--- src/rtl/rrc_pkg.sv ---
package rrc_pkg;

    typedef enum logic [2:0] {
        ST_IDLE,
        ST_FETCH,
        ST_LATCH,
        ST_SEND,
        ST_RELEASE
    } coll_state_e;

endpackage

--- src/rtl/rrc_rr_pick.sv ---
module rrc_rr_pick #(
    parameter int N_CL  = 16,
    parameter int IDX_W = 4
) (
    input  logic [N_CL-1:0]  req_i,
    input  logic [IDX_W-1:0] ptr_i,
    output logic             any_o,
    output logic [IDX_W-1:0] idx_o
);

    localparam int SUM_W = IDX_W + 1;

    logic [IDX_W-1:0] cand [N_CL];

    // Candidate k is (ptr + k) wrapped into 0..N_CL-1.
    for (genvar k = 0; k < N_CL; k++) begin : g_cand
        logic [SUM_W-1:0] sum;
        assign sum = {1'b0, ptr_i} + SUM_W'(k);
        assign cand[k] = (sum >= SUM_W'(N_CL)) ? IDX_W'(sum - SUM_W'(N_CL))
                                               : IDX_W'(sum);
    end

    // Scan from the farthest candidate down, so the nearest one wins.
    always_comb begin
        any_o = 1'b0;
        idx_o = '0;
        for (int k = N_CL - 1; k >= 0; k--) begin
            if (req_i[cand[k]]) begin
                any_o = 1'b1;
                idx_o = cand[k];
            end
        end
    end

endmodule

--- src/rtl/rrc_rdata_mux.sv ---
module rrc_rdata_mux #(
    parameter int N_CL   = 16,
    parameter int DATA_W = 32,
    parameter int IDX_W  = 4
) (
    input  logic [N_CL*DATA_W-1:0] flat_i,
    input  logic [IDX_W-1:0]       sel_i,
    output logic [DATA_W-1:0]      word_o
);

    logic [DATA_W-1:0] slice [N_CL];

    for (genvar c = 0; c < N_CL; c++) begin : g_slice
        assign slice[c] = flat_i[c*DATA_W +: DATA_W];
    end

    assign word_o = slice[sel_i];

endmodule

--- src/rtl/rrc_word_cnt.sv ---
module rrc_word_cnt #(
    parameter int ADDR_W = 8
) (
    input  logic              clk,
    input  logic              rst_n,
    input  logic              clr_i,
    input  logic              addr_inc_i,
    input  logic              len_load_i,
    input  logic [ADDR_W-1:0] len_i,
    input  logic              rem_dec_i,
    output logic [ADDR_W-1:0] addr_o,
    output logic              last_o
);

    logic [ADDR_W-1:0] addr_q;
    logic [ADDR_W-1:0] rem_q;

    always_ff @(posedge clk) begin
        if (!rst_n) begin
            addr_q <= '0;
            rem_q  <= '0;
        end else begin
            if (clr_i) begin
                addr_q <= '0;
            end else if (addr_inc_i) begin
                addr_q <= addr_q + 1'b1;
            end

            if (len_load_i) begin
                rem_q <= len_i;
            end else if (rem_dec_i) begin
                rem_q <= rem_q - 1'b1;
            end
        end
    end

    assign addr_o = addr_q;
    assign last_o = (rem_q == '0);

    // the controller never steps past the announced payload count.
    p_no_underflow_r3: assert property (@(posedge clk) disable iff (!rst_n)
        rem_dec_i |-> !last_o);

endmodule

--- src/rtl/rr_result_collector.sv ---
module rr_result_collector #(
    parameter int N_CL   = 16,
    parameter int DATA_W = 32,
    parameter int DEPTH  = 256,
    parameter int IDX_W  = (N_CL > 1) ? $clog2(N_CL) : 1,
    parameter int ADDR_W = $clog2(DEPTH)
) (
    input  logic                   clk,
    input  logic                   rst_n,
    input  logic [N_CL-1:0]        ready_i,
    output logic [N_CL-1:0]        done_o,
    output logic [IDX_W-1:0]       buf_sel_o,
    output logic [ADDR_W-1:0]      buf_addr_o,
    output logic                   buf_rd_o,
    input  logic [N_CL*DATA_W-1:0] buf_rdata_i,
    output logic                   fifo_req_o,
    output logic [DATA_W-1:0]      fifo_data_o,
    input  logic                   fifo_ack_i
);

    import rrc_pkg::*;

    localparam logic [IDX_W-1:0] LAST_IDX = IDX_W'(N_CL - 1);

    coll_state_e state_q, state_d;

    logic [IDX_W-1:0]  ptr_q;
    logic [IDX_W-1:0]  gnt_q;
    logic [DATA_W-1:0] word_q;
    logic              hdr_q;

    logic              pick_any;
    logic [IDX_W-1:0]  pick_idx;
    logic [DATA_W-1:0] rd_word;
    logic [ADDR_W-1:0] cnt_addr;
    logic              cnt_last;

    logic take_gnt, cnt_clr, addr_inc, rem_dec, len_load, latch_word, adv_ptr;

    rrc_rr_pick #(
        .N_CL  (N_CL),
        .IDX_W (IDX_W)
    ) u_pick (
        .req_i (ready_i),
        .ptr_i (ptr_q),
        .any_o (pick_any),
        .idx_o (pick_idx)
    );

    rrc_rdata_mux #(
        .N_CL   (N_CL),
        .DATA_W (DATA_W),
        .IDX_W  (IDX_W)
    ) u_mux (
        .flat_i (buf_rdata_i),
        .sel_i  (gnt_q),
        .word_o (rd_word)
    );

    rrc_word_cnt #(
        .ADDR_W (ADDR_W)
    ) u_cnt (
        .clk        (clk),
        .rst_n      (rst_n),
        .clr_i      (cnt_clr),
        .addr_inc_i (addr_inc),
        .len_load_i (len_load),
        .len_i      (rd_word[ADDR_W-1:0]),
        .rem_dec_i  (rem_dec),
        .addr_o     (cnt_addr),
        .last_o     (cnt_last)
    );

    // State register
    always_ff @(posedge clk) begin
        if (!rst_n) begin
            state_q <= ST_IDLE;
        end else begin
            state_q <= state_d;
        end
    end

    // Datapath registers steered by the controller
    always_ff @(posedge clk) begin
        if (!rst_n) begin
            ptr_q  <= '0;
            gnt_q  <= '0;
            word_q <= '0;
            hdr_q  <= 1'b0;
        end else begin
            if (take_gnt) begin
                gnt_q <= pick_idx;
                hdr_q <= 1'b1;
            end
            if (latch_word) begin
                word_q <= rd_word;
                hdr_q  <= 1'b0;
            end
            if (adv_ptr) begin
                ptr_q <= (gnt_q == LAST_IDX) ? '0 : gnt_q + 1'b1;
            end
        end
    end

    // Next state and outputs
    always_comb begin
        state_d    = state_q;
        buf_rd_o   = 1'b0;
        fifo_req_o = 1'b0;
        done_o     = '0;
        take_gnt   = 1'b0;
        cnt_clr    = 1'b0;
        addr_inc   = 1'b0;
        rem_dec    = 1'b0;
        len_load   = 1'b0;
        latch_word = 1'b0;
        adv_ptr    = 1'b0;
        unique case (state_q)
            ST_IDLE: begin
                if (pick_any) begin
                    take_gnt = 1'b1;
                    cnt_clr  = 1'b1;
                    state_d  = ST_FETCH;
                end
            end
            ST_FETCH: begin
                buf_rd_o = 1'b1;
                addr_inc = 1'b1;
                state_d  = ST_LATCH;
            end
            ST_LATCH: begin
                latch_word = 1'b1;
                len_load   = hdr_q;
                state_d    = ST_SEND;
            end
            ST_SEND: begin
                fifo_req_o = 1'b1;
                if (fifo_ack_i) begin
                    if (cnt_last) begin
                        state_d = ST_RELEASE;
                    end else begin
                        buf_rd_o = 1'b1;
                        addr_inc = 1'b1;
                        rem_dec  = 1'b1;
                        state_d  = ST_LATCH;
                    end
                end
            end
            ST_RELEASE: begin
                done_o[gnt_q] = 1'b1;
                adv_ptr       = 1'b1;
                state_d       = ST_IDLE;
            end
            default: state_d = ST_IDLE;
        endcase
    end

    assign buf_sel_o   = gnt_q;
    assign buf_addr_o  = cnt_addr;
    assign fifo_data_o = word_q;

    // a pending, unacknowledged word is held steady.
    p_hold_word_r4: assert property (@(posedge clk) disable iff (!rst_n)
        (fifo_req_o && !fifo_ack_i) |=> (fifo_req_o && $stable(fifo_data_o)));

    // no buffer read is issued while the FIFO is holding off.
    p_no_read_stall_r4: assert property (@(posedge clk) disable iff (!rst_n)
        (fifo_req_o && !fifo_ack_i) |-> !buf_rd_o);

    // at most one cluster is released at a time.
    p_done_onehot_r5: assert property (@(posedge clk) disable iff (!rst_n)
        $onehot0(done_o));

    // a release follows an accepted word.
    p_done_after_accept_r5: assert property (@(posedge clk) disable iff (!rst_n)
        (done_o != '0) |-> $past(fifo_req_o && fifo_ack_i));

    // reads only target a cluster that has a result waiting.
    p_read_ready_r6: assert property (@(posedge clk) disable iff (!rst_n)
        buf_rd_o |-> ready_i[buf_sel_o]);

    // the arbiter's choice is always a ready cluster.
    p_grant_ready_r2: assert property (@(posedge clk) disable iff (!rst_n)
        (state_q == ST_IDLE && pick_any) |-> ready_i[pick_idx]);

endmodule

--- config.mk ---
export PLATFORM = sky130hd
export DESIGN_NAME = rr_result_collector
export DESIGN_NICKNAME = d
export VERILOG_FILES = /design/src/rtl/rrc_pkg.sv /design/src/rtl/rrc_rr_pick.sv /design/src/rtl/rrc_rdata_mux.sv /design/src/rtl/rrc_word_cnt.sv /design/src/rtl/rr_result_collector.sv
export SDC_FILE = /design/constraint.sdc
export NUM_CORES = 1
export LEC_CHECK = 0
export BUFFER_PORTS_ARGS = -buffer_cell sky130_fd_sc_hd__buf_2
export CORE_AREA = 2 2 234 236
export CTS_BUF_LIST = sky130_fd_sc_hd__clkbuf_4 sky130_fd_sc_hd__clkbuf_8
export CTS_CLUSTER_DIAMETER = 60
export DETAILED_ROUTE_END_ITERATION = 6
export DIE_AREA = 0 0 236 238
export GPL_TIMING_DRIVEN = 0
export SYNTH_ARGS = -nofsm -noshare
export SYNTH_HDL_FRONTEND = slang
export SYNTH_SLANG_ARGS = --single-unit
--- constraint.sdc ---
create_clock -name clk -period 12.8 [get_ports clk]
set_input_delay 1.92 -clock clk [delete_from_list [all_inputs] [get_ports clk]]
set_output_delay 1.92 -clock clk [all_outputs]
set_load 0.02 [all_outputs]
==> summary.md, run 1 <==
| Metric | Value |
|---|---|
| Worst hold slack | `0.467 ns` |
| Max Freq | `0.169 GHz` |
| Synth Cell Area | `8600 µm²` |
| Post-synth EDFFs | `0` |
| CP Capture Type | `primary output` |
| Vias | `10.0k` |
| Num CTS Buffers | `9` |
| Final setup fails | `0` |
| Die Wd | `236 µm` |
| TNS Setup | `0 ns` |
| Cell repeated most along the worst path | `clkbuf_1` |
| Total power | `880 µW` |
| Pin count of the biggest net entering global routing | `12` |
| Cell taking the most area after synthesis | `mux4_2` |
| Reg2reg path depth | `17` |
| CTS root buffer | `clkbuf_8` |
| First-pass GRT wire length | `79.0 mm` |
| Post-synthesis sequential area ratio | `0.140` |
| Cts repair resizes | `0` |
| Dpl hpwl | `51.1 mm` |
| FF/Latch Area | `1200 µm²` |
| CP peak stage delay | `0.90 ns` |
| Critical path required time | `10.88 ns` |
| Routed vias/inst | `4.83` |
| Final setup margin | `6.89 ns` |
| Fin. max-slew vios | `0` |
| Number of remaining DRC errors | `0` |
| Finished layout cell area | `12700 µm²` |
| Final hold vios | `0` |
| Main area contributors after synthesis | `mux4_2 49%, dfxtp_1 14%, nand2_1 4.8%` |
| Share of post-route cells with drive strength above 1 | `0.606` |
| Worst Tran Pin Value | `1.22 ns` |
| Core Region | `53500 µm²` |
| Synthesized area per cell | `11.3 µm²` |
| Area delta synth->final | `47.5%` |
| Row count | `85` |
| Die boundary height | `238 µm` |
| CTS tree | `built` |
| H-tree Lvls | `3` |
| Die area | `56200 µm²` |
| Critical path's slowest cell | `buf_1` |
| Final Skew | `0.0130 ns` |
| Most used DFF post-synth | `dfxtp_1` |
| Syn. warnings | `0` |
| IO Count | `593` |
| Yosys cell types | `67` |
| Hold Path Class | `reg2reg` |
| Tmin final | `5.91 ns` |
| Clock Path Buffers | `2` |
| Post CTS Setup Buffer Count | `0` |
| Yosys top cell area share | `0.492` |
| Critical path cell sequence | `clkbuf_1 > clkbuf_1 > buf_1 > inv_1 > ha_1 > nand2_1 > nor2_1 > buf_2` |
| Final nets | `1910` |
| Hold-fix buffers, CTS | `0` |
| Routed len/inst | `27.9 µm` |
| Overflow after GRT | `0` |
| Initial drt markers | `836` |
| Final period util | `0.462` |
| Initial antenna violation count | `20` |
| Final ANT Viol Nets | `0` |
| Arrival @ worst endpoint | `3.99 ns` |
| Clock Latency Late Sink | `0.36 ns` |
| GRT Util Overall | `0.200` |
| DR pass1 iterations | `5` |
| Initial Utilization | `0.161` |
| GP Congestion | `0.928` |
| Reg2reg setup slack | `7.02 ns` |
| Place WS | `7.01 ns` |
| Final wirelength | `58.0 mm` |
| Ys async rst share | `0` |
| Max-Cap Viols | `0` |
| Crit path max fanout | `10` |
| Syn Inst Count | `763` |
| Hold depth | `2` |
| Status | `finished clean` |
| Slew HR | `0.188` |
| Syn nets | `1308` |
| Leakage power | `0.00525 µW` |
| Pwr/cell area | `69.4 nW/µm²` |
| Fillers | `5824` |
| Unrepaired setup endpoints after global routing | `false` |
| Yosys reg bits | `60` |
| Area occupied by multi-input gates | `7020 µm²` |
| Port Buffers | `591` |
| Placed Area | `12400 µm²` |
| Critical path type | `reg2out` |
| Vias in the first global route | `10.3k` |
| CTS clk-pin slew, worst paths | `0.08 ns` |
| Critical Path Start Type | `flop` |
| Peak supply drop | `37.4 µV` |
| # clock sinks | `60` |
report_power, final:
part           switching [µW]  total, µW  internal [µW]
registers                11.3        209            198
logic                     230        461            231
clock network            88.6        209            121
total                     330        880            550
cells in the final DEF, fill, tap and decap left out, types with 20 or more instances in the layout:
cell / netlist / layout
a21boi_0: 34 / 34
buf_1: 21 / 20
nor2_1: 43 / 43
nand2_1: 109 / 109
mux4_2: 188 / 188
dfxtp_1: 60 / 60
mux2i_1: 24 / 24
clkbuf_1: 41 / 41
o21ai_0: 24 / 24
buf_2: 4 / 595
metal layers:
metal / wire length (µm) / vias up / track usage
met4: 1670 / 14 / 0.0587
met3: 3960 / 69 / 0.0399
met5: 92 / - / 0
li1: - / 4320 / -
met2: 29000 / 564 / 0.346
met1: 23300 / 5058 / 0.251
through the flow:
step                cells   util
floorplan             763      -
global placement     2050  0.232
detailed placement   2050  0.232
CTS                  2066  0.237
global route         2072  0.237
finish               2075  0.237
cells by family (layout without fill, tap and decap cells):
logic type	Yosys count	in the layout	synth area share
multiplexers	230	230	0.550
AND/OR/NAND/NOR	212	212	0.113
AO/OA/AOI/OAI	133	133	0.109
buffers and inverters	90	697	0.0442
flip-flops	60	60	0.140
XOR/XNOR	24	24	0.0244
adder cells (fa/ha/maj)	14	14	0.0204
other	0	9	0
synthesized netlist by cell type, types with 3 or more instances:
master / n
buf_2: 4
xnor2_1: 15
nor2b_1: 4
a21oi_1: 16
mux4_1: 3
dfxtp_1: 60
buf_6: 4
a21o_1: 4
buf_1: 21
nand3_1: 7
nor3_1: 13
nor2_1: 43
nand2_1: 109
mux2i_1: 24
or3_1: 4
and2_1: 4
nand2b_1: 5
xor2_1: 9
a31oi_1: 6
a221oi_1: 3
o21ai_0: 24
inv_1: 16
o211a_1: 10
ha_1: 14
o22ai_1: 7
nand4_1: 6
a211oi_1: 3
o211ai_1: 3
mux4_2: 188
clkbuf_1: 41
a21boi_0: 34
mux2_2: 13
worst paths after layout:
path	startpoint	to
worst min register to register	fifo_data_o[10]$_SDFFE_PN0P_	fifo_data_o[10]$_SDFFE_PN0P_
worst min-delay path	fifo_data_o[10]$_SDFFE_PN0P_	fifo_data_o[10]$_SDFFE_PN0P_
worst max register to register	ptr_q[1]$_SDFFE_PN0P_	buf_sel_o[2]$_SDFFE_PN0P_
worst max-delay path	buf_sel_o[0]$_SDFFE_PN0P_	done_o[10]
sequential cells by signal, indices dropped and copies added, names as in the netlist:
name	count
hdr_q	1
ptr_q	4
state_q	3
buf_sel_o	4
u_cnt.rem_q	8
fifo_data_o	32
u_cnt.addr_o	8
critical path: cells and delay by family (launching register included):
family	cells	cell delay, ns
DFF	1	0.41
adders and majority gates	1	0.27
and+or+nand+nor	2	0.37
buffers and inverters	5	2.55
layout make-up:
class / instances / area share
Inverter: 18 / 0.00532
Timing Repair Buffer: 591 / 0.233
Antenna cell: 9 / 0.00177
Buffer: 72 / 0.0247
Sequential cell: 60 / 0.0946
Tap cell: 696 / 0.0686
Clock inverter: 5 / 0.00661
Multi-Input combinational cell: 613 / 0.553
Clock buffer: 11 / 0.0119
Power figures use the tool's default switching activity.
==> inputs of run 2 (changes only) <==
clock period = 5 ns   (was 12.8 ns; I/O delays follow)
==> run 2 against run 1 <==
Clock-buffer cell count unchanged; non-clock buffer count fell by 1; first-iteration DRC count is 8.9% higher; via count decreased by 0.15%; cell count barely moved; final area barely moved; power rose to 2.6 times the previous value; critical path depth rose by 6; critical endpoint is now buf_sel_o[3]$_SDFFE_PN0P_.
==> summary.md, run 2 (synthesized netlist as in run 1, its figures left out) <==
| Metric | Value |
|---|---|
| Finished Layout Cells | `2073 (-0.096%)` |
| CTS tree | `built` |
| Row count | `85 (unchanged)` |
| Number of remaining DRC errors | `0 (unchanged)` |
| Worst hold slack | `0.465 ns (-0.00238 ns)` |
| Vias in the first global route | `10.3k (+0.078%)` |
| Initial antenna violation count | `20 (unchanged)` |
| Cts repair resizes | `5 (+5)` |
| Routed len/inst | `28.0 µm (+0.19%)` |
| IO Count | `593 (unchanged)` |
| Max reg flops | `32 (unchanged)` |
| Reg-to-Reg End | `buf_sel_o[3]$_SDFFE_PN0P_` |
| Met3 GRT Util | `0.0399 (unchanged)` |
| Tmin final | `4.71 ns` |
| Critical path type | `reg2reg` |
| Peak supply drop | `97.2 µV (+160%)` |
| CTS root buffer | `clkbuf_8` |
| Port Buffers | `591 (unchanged)` |
| Final wirelength | `58.0 mm (about the same)` |
| Vias | `10.0k (-0.15%)` |
| Dpl hpwl | `51.1 mm (unchanged)` |
| Hold Path Class | `reg2reg` |
| Met2 usage | `0.346 (unchanged)` |
| GP Congestion | `0.928 (unchanged)` |
| R2R Path Start | `ptr_q[2]$_SDFFE_PN0P_` |
| Area delta synth->final | `47.6% (about the same)` |
| # clock sinks | `60 (unchanged)` |
| Post CTS Setup Buffer Count | `0 (unchanged)` |
| Arrival @ worst endpoint | `4.96 ns (+0.97 ns)` |
| Busiest layer in global routing | `met2` |
| Share of post-route cells with drive strength above 1 | `0.608 (+0.00263)` |
| Met1 Resource Use GR | `0.251 (+0.000253)` |
| Hold depth | `2 (unchanged)` |
| Crit path max fanout | `10 (unchanged)` |
| CP Capture Type | `flop` |
| Routed vias/inst | `4.83 (about the same)` |
| Inst Count DP | `2050 (unchanged)` |
| Critical path required time | `5.25 ns (-5.63 ns)` |
| Leakage power | `0.00526 µW (+0.15%)` |
| Critical path's slowest cell | `clkbuf_1` |
| Final hold vios | `0 (unchanged)` |
| Num CTS Buffers | `9 (unchanged)` |
| Core Region | `53500 µm² (unchanged)` |
| WHS Endpoint | `fifo_data_o[10]$_SDFFE_PN0P_` |
| Critical path cell sequence | `buf_2 > clkbuf_1 > inv_1 > ha_1 > clkbuf_1 > clkbuf_1 > mux4_2 > mux2i_1 > nand2_1 > a21o_1 > a21oi_1 > o22ai_1 > a21oi_1 > o22ai_1` |
| Initial drt markers | `910 (+8.9%)` |
| Critical Path Start Type | `flop` |
| H-tree Lvls | `3 (unchanged)` |
| Most common cell after layout, fill and taps aside | `buf_2` |
| Max-Cap Viols | `0 (unchanged)` |
| Worst Tran Pin Value | `1.21 ns (-0.0101 ns)` |
| CP peak stage delay | `0.53 ns (-0.37 ns)` |
| CTS clk-pin slew, worst paths | `0.08 ns (about the same)` |
| Max Freq | `0.212 GHz` |
| Fin. max-slew vios | `0 (unchanged)` |
| Overflow after GRT | `0 (unchanged)` |
| Reg2reg setup slack | `0.29 ns (-6.73 ns)` |
| Die area | `56200 µm² (unchanged)` |
| Final nets | `1909 (-0.052%)` |
| Unrepaired setup endpoints after global routing | `false` |
| Hold-fix buffers, CTS | `0 (unchanged)` |
| Die boundary height | `238 µm (unchanged)` |
| Pin count of the biggest net entering global routing | `12 (unchanged)` |
| Slew HR | `0.195 (+0.00673)` |
| Clock Path Buffers | `2 (unchanged)` |
| First-pass GRT wire length | `79.0 mm (about the same)` |
| Initial Utilization | `0.161 (unchanged)` |
| Final ANT Viol Nets | `0 (unchanged)` |
| Die Wd | `236 µm (unchanged)` |
| Status | `finished clean` |
| Final setup fails | `0 (unchanged)` |
| Hold Startpoint | `fifo_data_o[10]$_SDFFE_PN0P_` |
| Clock Latency Late Sink | `0.36 ns (about the same)` |
| Cell repeated most along the worst path | `clkbuf_1` |
| Most frequent cells in the layout | `594 x buf_2, 188 x mux4_2, 109 x nand2_1` |
| GRT Util Overall | `0.200 (about the same)` |
| Final Skew | `0.0146 ns (+0.00159 ns)` |
| Final period util | `0.941` |
| Pwr/cell area | `178 nW/µm² (+160%)` |
| DR pass1 iterations | `5 (unchanged)` |
| Reg2reg path depth | `14 (-3)` |
run 2: stage by stage:
| step | cell area (µm²) | setup slack, ns | power (µW) | util | TNS (ns) |
|---|---|---|---|---|---|
| 2_1_floorplan | 8600 | 0.726 | 1200 | - | 0 |
| 3_3_place_gp | 12400 | -0.801 | 1730 | 0.232 | -9.86 |
| 5_1_grt | 12700 | 0.00195 | 2390 | 0.237 | 0 |
| 6_report | 12700 | 0.293 | 2260 | 0.237 | 0 |
| 3_5_place_dp | 12400 | -0.795 | 1740 | 0.232 | -9.89 |
| 4_1_cts | 12700 | 0.0689 | 2290 | 0.237 | 0 |
run 2: how the worst max path moves through the flow:
stage | start | endpoint | slack (ns)
3_3_place_gp | ptr_q[1]$_SDFFE_PN0P_ | buf_sel_o[2]$_SDFFE_PN0P_ | -0.80
3_5_place_dp | ptr_q[1]$_SDFFE_PN0P_ | u_cnt.addr_o[4]$_SDFFE_PP0P_ | -0.79
6_report | ptr_q[2]$_SDFFE_PN0P_ | buf_sel_o[3]$_SDFFE_PN0P_ | 0.29
5_1_grt | ptr_q[2]$_SDFFE_PN0P_ | buf_sel_o[3]$_SDFFE_PN0P_ | 0.002
2_1_floorplan | ptr_q[1]$_SDFFE_PN0P_ | buf_sel_o[2]$_SDFFE_PN0P_ | 0.73
4_1_cts | buf_sel_o[0]$_SDFFE_PN0P_ | done_o[10] | 0.07
run 2: routing by layer:
| metal | share of wire | wire length [µm] |
|---|---|---|
| met5 | 0.0016 | 92 |
| met4 | 0.028 | 1620 |
| met3 | 0.066 | 3840 |
| met2 | 0.50 | 29000 |
| met1 | 0.40 | 23500 |
run 2: where the power goes:
| group | leakage [µW] | total, µW | internal (µW) | switching [µW] |
|---|---|---|---|---|
| logic | 0.00466 | 1180 | 593 | 590 |
| clock network | 0.000112 | 539 | 309 | 230 |
| registers | 0.000488 | 536 | 507 | 29.1 |
run 2: area by class of cell:
cell class,count,area [µm²]
inverters,18,67.6
repair buffers,591,2960
clock buffers,11,151
multi-input cells,613,7030
plain buffers,71,318
well taps,696,871
flip-flops and latches,60,1200
clock inverters,5,83.8
fillers,5825,40800
diodes,8,20.0
run 2: worst max-delay path: cells and delay by family (launching register included):
| kind | cells | cell delay (ns) |
|---|---|---|
| AOI/OAI and AO/OA | 5 | 0.80 |
| muxes | 2 | 0.66 |
| DFF | 1 | 0.48 |
| and+or+nand+nor | 1 | 0.08 |
| buffers and inverters | 5 | 2.17 |
| adders and majority gates | 1 | 0.38 |
==> inputs of run 3 (changes only) <==
BUFFER_PORTS_ARGS = -buffer_cell sky130_fd_sc_hd__buf_4   (was -buffer_cell sky130_fd_sc_hd__buf_2)
==> run 3 against run 2 <==
Critical path depth increased by 1; global-route usage increased by 0.23 points; critical endpoint is now buf_sel_o[2]$_SDFFE_PN0P_; clock-buffer cell count rose by 2; sequential power hardly changed; non-clock buffer count did not move; via count rose by 0.45%; wire length is 1.8% higher; combinational power is 11% higher; register-to-register slack got worse by 0.05 ns.
==> summary.md, run 3 (synthesized netlist as in run 1, its figures left out) <==
| Metric | Value |
|---|---|
| Routed len/inst | `28.5 µm (+1.8%)` |
| Initial antenna violation count | `15 (-25%)` |
| Initial drt markers | `755 (-17%)` |
| Vias in the first global route | `10.4k (+1.3%)` |
| IO Count | `593 (unchanged)` |
| First-pass GRT wire length | `79.7 mm (+0.86%)` |
| Hold Path Class | `reg2reg` |
| CTS root buffer | `clkbuf_8` |
| Area delta synth->final | `64.5%` |
| Max reg flops | `32 (unchanged)` |
| Max-Cap Viols | `0 (unchanged)` |
| Final nets | `1909 (unchanged)` |
| Critical path cell sequence | `buf_4 > clkbuf_4 > inv_1 > ha_1 > buf_4 > mux4_2 > mux4_2 > or2_1 > nor4_2 > nand4_1 > and3b_1 > buf_6 > nand2b_4 > buf_6 > o22ai_2` |
| Port Buffers | `591 (unchanged)` |
| Clock Latency Late Sink | `0.36 ns (about the same)` |
| Final ANT Viol Nets | `0 (unchanged)` |
| Top sig layer | `met5` |
| Pwr/cell area | `165 nW/µm² (-7.2%)` |
| CTS tree | `built` |
| Final Skew | `0.0111 ns (-0.00345 ns)` |
| Peak supply drop | `95.2 µV (-2.0%)` |
| CTS clk-pin slew, worst paths | `0.08 ns (about the same)` |
| # clock sinks | `60 (unchanged)` |
| H-tree Lvls | `3 (unchanged)` |
| Num CTS Buffers | `9 (unchanged)` |
| CP peak stage delay | `0.60 ns (+0.07 ns)` |
| Tmin final | `4.75 ns (+0.0458 ns)` |
| Finished Layout Cells | `2073 (unchanged)` |
| Post CTS Setup Buffer Count | `0 (unchanged)` |
| Critical path's slowest cell | `mux4_2` |
| Core Region | `53500 µm² (unchanged)` |
| Dpl hpwl | `51.9 mm (+1.5%)` |
| Worst Tran Pin Value | `1.37 ns (+0.160 ns)` |
| Routed length on met3 | `4.32 mm (+13%)` |
| Unrepaired setup endpoints after global routing | `false` |
| GP Congestion | `0.910 (-1.9%)` |
| Inst Count DP | `2050 (unchanged)` |
| Pin count of the biggest net entering global routing | `11 (-1)` |
| Number of remaining DRC errors | `0 (unchanged)` |
| GRT Util Overall | `0.202 (+0.00235)` |
| Final wirelength | `59.1 mm (+1.8%)` |
| Met2 wire length | `29.9 mm (+2.9%)` |
| Crit path max fanout | `18 (+8)` |
| Leakage power | `0.00571 µW (+8.6%)` |
| Final setup fails | `0 (unchanged)` |
| Max Freq | `0.210 GHz (-0.96%)` |
| Die Wd | `236 µm (unchanged)` |
| CP Capture Type | `flop` |
| Arrival @ worst endpoint | `5.03 ns (+0.07 ns)` |
| Critical path type | `reg2reg` |
| Fin. max-slew vios | `0 (unchanged)` |
| Critical path required time | `5.28 ns (+0.03 ns)` |
| Routed vias/inst | `4.85 (+0.45%)` |
| Die boundary height | `238 µm (unchanged)` |
| Most common cell after layout, fill and taps aside | `buf_4` |
| Final period util | `0.951 (+0.00915)` |
| Critical Path Start Type | `flop` |
| Die area | `56200 µm² (unchanged)` |
| Metal-1 WL | `23.0 mm (-2.1%)` |
| Status | `finished clean` |
| Final hold vios | `0 (unchanged)` |
| Worst hold slack | `0.471 ns (+0.00576 ns)` |
| Row count | `85 (unchanged)` |
| Vias | `10.1k (+0.45%)` |
| Slew HR | `0.0878 (-0.107)` |
| Overflow after GRT | `0 (unchanged)` |
| DR pass1 iterations | `5 (unchanged)` |
| Crit path buffers/inverters | `6 (+1)` |
| Initial Utilization | `0.161 (unchanged)` |
| Share of post-route cells with drive strength above 1 | `0.607 (-0.00130)` |
| Most frequent cells in the layout | `594 x buf_4, 188 x mux4_2, 109 x nand2_1` |
| Worst path top cell family by delay | `buffers and inverters` |
| Clock Path Buffers | `2 (unchanged)` |
## run 3: final timing paths
| check | start | endpoint | slack [ns] | cells past startpoint |
|---|---|---|---|---|
| max | ptr_q[1]$_SDFFE_PN0P_ | buf_sel_o[2]$_SDFFE_PN0P_ | 0.25 | 15 |
| min | fifo_data_o[14]$_SDFFE_PN0P_ | fifo_data_o[14]$_SDFFE_PN0P_ | 0.47 | 2 |
| max reg2reg | ptr_q[1]$_SDFFE_PN0P_ | buf_sel_o[2]$_SDFFE_PN0P_ | 0.25 | 15 |
| min reg2reg | fifo_data_o[14]$_SDFFE_PN0P_ | fifo_data_o[14]$_SDFFE_PN0P_ | 0.47 | 2 |
## run 3: area by class of cell
cell class	instances	area (µm²)
clock inverters	1	30.0
multi-input cells	613	7030
diodes	10	25.0
well taps	696	871
fillers	5702	39300
clock buffers	13	179
inverters	18	67.6
flip-flops and latches	60	1200
repair buffers	591	4440
plain buffers	71	317
## run 3: worst register-to-register path, delay by kind of cell (launching register included)
| kind | cells | cell delay [ns] |
|---|---|---|
| mux | 2 | 0.98 |
| fa+ha+maj | 1 | 0.45 |
| simple gates | 5 | 1.30 |
| buf+inv | 6 | 1.40 |
| flops | 1 | 0.41 |
| compound gates | 1 | 0.14 |
## run 3: what timing repair did
| item | in CTS | in global routing |
|---|---|---|
| setup endpoints to repair | 14 | 12 |
| hold buffers | 0 | 0 |
| pin swaps | 0 | 0 |
| gates resized for setup | 4 | 3 |
## run 3: power by group
group / internal (µW) / leakage [µW] / switching, µW
sequential: 508 / 0.000488 / 29.8
combinational: 719 / 0.00511 / 589
clock: 280 / 0.000108 / 210
## run 3: layer usage
| layer | vias up | global-route usage |
|---|---|---|
| met3 | 69 | 0.0516 |
| met2 | 518 | 0.351 |
| met5 | - | 0.0199 |
| met4 | 6 | 0.0776 |
| li1 | 4318 | - |
| met1 | 5144 | 0.238 |
## run 3: stage by stage
stage / instance area (µm²) / setup slack, ns / util / TNS, ns / total power [µW]
2_1_floorplan: 8600 / 0.726 / - / 0 / 1200
3_3_place_gp: 13900 / -0.729 / 0.260 / -8.83 / 1850
3_5_place_dp: 13900 / -0.754 / 0.260 / -9.08 / 1860
4_1_cts: 14100 / 0.0455 / 0.264 / 0 / 2360
5_1_grt: 14100 / 0.0718 / 0.265 / 0 / 2450
6_report: 14200 / 0.247 / 0.265 / 0 / 2340
